--- config.mk ---
export PLATFORM = sky130hd
export DESIGN_NAME = fuzzy_misuse_engine
export DESIGN_NICKNAME = d
export VERILOG_FILES = /design/src/rtl/fuzzy_misuse_engine.sv
export SDC_FILE = /design/constraint.sdc
export NUM_CORES = 2
export LEC_CHECK = 0
export BUFFER_PORTS_ARGS = -buffer_cell sky130_fd_sc_hd__clkbuf_2
export CAP_MARGIN = 20
export CORE_AREA = 2 2 343 345
export CTS_BUF_LIST = sky130_fd_sc_hd__clkbuf_8
export DETAILED_ROUTE_END_ITERATION = 8
export DIE_AREA = 0 0 345 347
export PLACE_DENSITY = 0.45
export SYNTH_ARGS = -nofsm -noshare
export SYNTH_HDL_FRONTEND = slang
export SYNTH_SLANG_ARGS = --single-unit
export TNS_END_PERCENT = 10
--- constraint.sdc ---
create_clock -name clk -period 26.8 [get_ports clk]
set_input_delay 1.34 -clock clk [delete_from_list [all_inputs] [get_ports clk]]
set_output_delay 1.34 -clock clk [all_outputs]
set_load 0.01 [all_outputs]
--- src/rtl/fuzzy_misuse_engine.sv ---
module fuzzy_misuse_engine #(
  parameter int N_IN    = 4,
  parameter int CW      = 8,
  parameter int N_RULES = 12
) (
  input  logic                     clk,
  input  logic                     rst_n,
  input  logic                     cfg_we,
  input  logic [$clog2(N_RULES)-1:0] cfg_addr,
  input  logic [19:0]              cfg_wdata,
  input  logic [N_IN*CW-1:0]       in_val,
  input  logic [N_IN*CW-1:0]       in_max,
  input  logic                     start,
  output logic                     done,
  output logic [7:0]               level
);
  localparam int RW = 20;
  localparam int EW = CW + 3;

  logic [RW-1:0] rules [N_RULES];
  logic [2:0]    pl, ph;

  function automatic logic [2:0] member(input logic [CW-1:0] v, input logic [CW-1:0] m,
                                        input logic [2:0] sub);
    logic [EW-1:0] v5;
    logic [23:0]   row;
    v5 = EW'(v) * EW'(5);
    if      (v5 <= EW'(m))            row = {3'd0,3'd0,3'd0,3'd0,3'd6,3'd6,3'd6,3'd6};
    else if (v5 <= EW'(m) * EW'(2))   row = {3'd1,3'd0,3'd0,3'd0,3'd0,3'd3,3'd4,3'd5};
    else if (v5 <= EW'(m) * EW'(3))   row = {3'd3,3'd2,3'd0,3'd0,3'd0,3'd0,3'd2,3'd3};
    else if (v5 <= EW'(m) * EW'(4))   row = {3'd5,3'd4,3'd3,3'd0,3'd0,3'd0,3'd0,3'd1};
    else                              row = {3'd6,3'd6,3'd6,3'd6,3'd0,3'd0,3'd0,3'd0};
    return row[sub*3 +: 3];
  endfunction

  function automatic logic [2:0] term(input logic [3:0] sel, input logic neg,
                                      input logic [2:0] sub,
                                      input logic [N_IN*CW-1:0] vals,
                                      input logic [N_IN*CW-1:0] maxs);
    logic [2:0] d;
    d = 3'd0;
    for (int i = 0; i < N_IN; i++)
      if (sel == 4'(i)) begin
        d = member(vals[i*CW +: CW], maxs[i*CW +: CW], sub);
        d = neg ? 3'd6 - d : d;
      end
    return d;
  endfunction

  function automatic logic [7:0] lut(input logic [2:0] l, input logic [2:0] h);
    logic [7:0] v;
    case (h)
      3'd1: v = 8'd90;
      3'd2: v = 8'd102;
      3'd3: v = 8'd128;
      3'd4: v = 8'd154;
      3'd5: v = 8'd166;
      3'd6: v = 8'd205;
      default: v = 8'd0;
    endcase
    if (l >= 3'd6)      return 8'd0;
    else if (l >= 3'd4) return (h == 3'd6) ? 8'd205 : 8'd0;
    else                return (h > l) ? v : 8'd0;
  endfunction

  always_comb begin
    pl = 3'd0;
    ph = 3'd0;
    for (int r = 0; r < N_RULES; r++) begin
      logic [2:0] da, db, pr;
      da = term(rules[r][7:4], rules[r][3], rules[r][2:0], in_val, in_max);
      db = term(rules[r][15:12], rules[r][11], rules[r][10:8], in_val, in_max);
      if (!rules[r][16])     pr = da;
      else if (rules[r][17]) pr = (da > db) ? da : db;
      else                   pr = (da < db) ? da : db;
      if (rules[r][19]) begin
        if (rules[r][18]) begin
          if (pr > ph) ph = pr;
        end else begin
          if (pr > pl) pl = pr;
        end
      end
    end
  end

  always_ff @(posedge clk or negedge rst_n)
    if (!rst_n) begin
      for (int r = 0; r < N_RULES; r++) rules[r] <= '0;
    end else if (cfg_we && int'(cfg_addr) < N_RULES) begin
      rules[cfg_addr] <= cfg_wdata;
    end

  always_ff @(posedge clk or negedge rst_n)
    if (!rst_n) begin
      done  <= 1'b0;
      level <= 8'd0;
    end else begin
      done <= start;
      if (start) level <= lut(pl, ph);
    end

  a_r1_done_after_start: assert property (@(posedge clk) disable iff (!rst_n)
    start |=> done);
  a_r1_no_spurious_done: assert property (@(posedge clk) disable iff (!rst_n)
    done |-> $past(start));
  a_r9_level_hold: assert property (@(posedge clk) disable iff (!rst_n)
    !done |-> $stable(level));
  a_r7_degree_range: assert property (@(posedge clk) disable iff (!rst_n)
    (pl <= 3'd6) && (ph <= 3'd6));
  a_r8_full_low_zero: assert property (@(posedge clk) disable iff (!rst_n)
    (start && pl == 3'd6) |=> level == 8'd0);
  a_r8_level_codes: assert property (@(posedge clk) disable iff (!rst_n)
    done |-> (level inside {8'd0, 8'd90, 8'd102, 8'd128, 8'd154, 8'd166, 8'd205}));
endmodule

==> results by group <==
Route
  • Antenna-violating nets left: 0
  • Drt initial violations: 6887
  • Routed wire length: around 230000 microns
  • Residual DRC count: 0
  • DR WL/cell: 33.2 microns
  • Drt first pass iters: 6
  • Vias/cell: ~6.7
  • Vias post-DR: roughly 46000

Timing
  • Endpoints failing setup: 0
  • Clock Skew: between 60 and 70 ps
  • Post-layout min period: about 25000 ps
  • Final Hold Fails: 0
  • Rel. slew slack: 0.148
  • Worst setup margin: approximately 1600 ps
  • Final period utilization: 0.939
  • Worst-margin pin slew: between 1000 and 1500 ps
  • Minimum hold slack: between 400 and 500 ps
  • Highest clock rate: roughly 40 MHz
  • Final Max Tran Viols: 0

Clocking
  • Cts bufs inserted: 54
  • H-Tree Depth: 2
  • Post-CTS Hold Buffers: 0
  • CTS Root Cell: clkbuf_8
  • Sinks on Clock Net: between 200 and 250
  • Clock latency on the worst-skew pair: between 700 and 800 ps
  • Clock Pin Slew Worst Setup and Hold Paths: about 50 ps
  • CTS tree: built
  • CTS max path bufs: 3

GRT
  • Vias in the first global route: between 40000 and 50000
  • Global route overflow: 0
  • Largest net degree at the start of global routing: roughly 90
  • Gr usage total: 0.373
  • First-pass GRT wire length: about 330000 microns
  • Initial antenna violation count: 26

Logic synthesis
  • Synthesis Warnings: 0
  • Cell variety after synth: between 100 and 150
  • Synth Register Bits: ~250
  • Syn Nets: slightly below 6000
  • Syn avg cell area: between 7 and 8 sq um
  • Number of synthesized flops with an enable pin: 0
  • Sequential share of the synthesized area: 0.155
  • Mapped Cells: approximately 5400
  • Top cell type's share of synthesized area: 0.155
  • Top_reg_cell synth: dfrtp_1
  • Area leader, netlist: dfrtp_1
  • Async S/R FF share, synth: 1.00
  • Mapped Area: roughly 0.04 sq mm
  • Synth top area cells: dfrtp_1 (15%), ha_1 (13%), mux2_2 (6.1%)

Worst setup path
  • Critical Path End Type: flip-flop
  • Worst path max stage delay: roughly 500 ps
  • Worst path slowest cell: or3b_2
  • Startpoint Class: primary input
  • Req. time, crit path: ~27000 ps
  • Critical Path Fanout Max: 21
  • WP data arrival: roughly 26000 ps
  • CP most frequent cell: ha_1
  • Worst Path Class, Setup: primary input to flip-flop

Power and ir drop
  • Clock share of power: 0.092
  • Combinational share of power: 0.788
  • Power per Cell Area: between 100 and 150 mW/mm^2
  • Leak: between 15 and 20 nW
  • VDD IR-drop max: approximately 0.11 mV
  • Sequential share of power: 0.121
  • Internal power: ~0.0024 W
  • Switch share: 0.582
  • Switching power total: between 0.003 and 0.004 W
  • Power Total: 0.00568 W

Worst hold path
  • HP Class: flip-flop to flip-flop

Flow run
  • Max-Cap Viols: 0

Floorplanning
  • Die Width: 345 microns
  • Core area: 0.116 sq mm
  • Chip height: 347 microns
  • Die ar.: about 0.12 sq mm
  • IO Count: roughly 100
  • Row Count: 125
  • Starting Density: 0.348

Place
  • Port Buffers: 100
  • DP HPWL: about 170000 microns
  • Setup WS pre-CTS: -245 ps
  • Placed cell area: roughly 0.043 sq mm
  • Gpl congestion: between 1 and 1.5

Status
  • Status: complete, no violations

Finish
  • Layout cells sized above 1: 0.165
  • Total Nets Final: 5932
  • Fill cells: roughly 12000
  • Design area: approximately 0.045 sq mm
  • Fin util: 0.388
  • Area grow syn2layout: 11.7%
## flip-flops by register name (all words and copies together) (netlist names)
signal and count:
done 1, level 8, rules 240
## critical path: cells and delay by family
family / cells / cell delay [ps]
adders and majority gates: 17 / 4960
muxes: 4 / 1490
AOI/OAI and AO/OA: 56 / 9260
and+or+nand+nor: 35 / 6230
buffers and inverters: 19 / 2390
## cells in the mapped netlist (30+ instances only)
cell type and count:
o21a_1 38, a2111oi_0 35, clkbuf_1 274, o2111ai_1 35
o22ai_1 52, o31ai_1 38, nand4_1 45, dfrtp_1 249
or3_1 39, mux2_2 217, a211oi_1 132, a22oi_1 32
or2_2 37, buf_2 73, a21o_1 76, o21bai_1 30
a21oi_1 320, o221ai_1 57, nor3_1 132, mux2i_1 44
ha_1 428, nand2b_1 108, nor2b_1 74, o21ai_0 442
xnor2_1 60, o211ai_1 121, nand3_1 136, nor2_1 417
and3_1 34, and2_1 61, nand2_1 460, a211o_1 32
nor4_1 39, inv_1 316, a31oi_1 91
## logic make-up after synthesis
family / count (synthesis) / share of synthesized area
AND/OR/NAND/NOR: 1694 / 0.206
AO/OA/AOI/OAI: 1912 / 0.329
multiplexers: 285 / 0.0849
buffers and inverters: 711 / 0.0699
adder cells (fa/ha/maj): 436 / 0.137
flip-flops: 249 / 0.155
XOR/XNOR: 85 / 0.0185
## power groups by stage
stage | Sequential, W | Combinational, W | Clock, W
after floorplan | 0.000536 | 0.00279 | 0
after global placement | 0.000681 | 0.00414 | 0
after detailed placement | 0.000679 | 0.00415 | 0
after CTS | 0.000674 | 0.00417 | 0.000531
after global routing | 0.000703 | 0.00480 | 0.000547
final | 0.000687 | 0.00448 | 0.000520
## cell type report
class                      count  area, sq um  share of cell area
multi-input combinational   4412        31800               0.707
sequential                   249         6230               0.139
timing repair buffer         353         2450              0.0545
tap                         1524         1910              0.0424
inverter                     334         1250              0.0279
clock buffer                  71          977              0.0217
clock inverter                31          307             0.00682
antenna                       12         30.0            0.000668
## worst paths after layout
kind,from,endpoint,slack (ps),cells past startpoint
max in group asynchronous,rst_n,rules[238],23340,4
hold reg to reg,level[0],level[0],490,1
min in group asynchronous,rst_n,rules[56],550,1
hold / removal,level[0],level[0],490,1
setup / recovery,in_val[18],level[2],1640,131
setup reg to reg,rules[221],level[2],4010,124
## layer usage
metal  share of wire  vias to the layer above  track usage  routed length (microns)
li1                -                    20396            -                        -
met1            0.42                    22430        0.503                    97500
met2            0.40                     2911        0.530                    91900
met3            0.12                      727        0.105                    26700
met4           0.067                       14        0.214                    15500
met5          0.0011                        -            0                      249
## through the flow
step           std cells  TNS [ps]
5_1_grt             6976      -741
4_1_cts             6961         0
6_report            6986         0
2_1_floorplan       5372         0
3_3_place_gp        6855     -58.9
3_5_place_dp        6859     -1020
## layout by cell type, fill, tap and decap left out, types with 107 or more instances in the layout
master      n
dfrtp_1   249
o21ai_0   438
nand3_1   135
inv_1     327
o211ai_1  121
nand2b_1  107
ha_1      428
a211oi_1  124
nor3_1    131
nand2_1   455
buf_4     244
mux2_2    217
nor2_1    405
a21oi_1   304
## what timing repair did
| item | in CTS | in global routing |
|---|---|---|
| buffers inserted | 0 | 13 |
| resized for setup | 0 | 85 |
| setup endpoints to repair | 0 | 8 |
| endpoints found under the hold margin | 0 | 0 |
(Power assumes the default switching activity.)
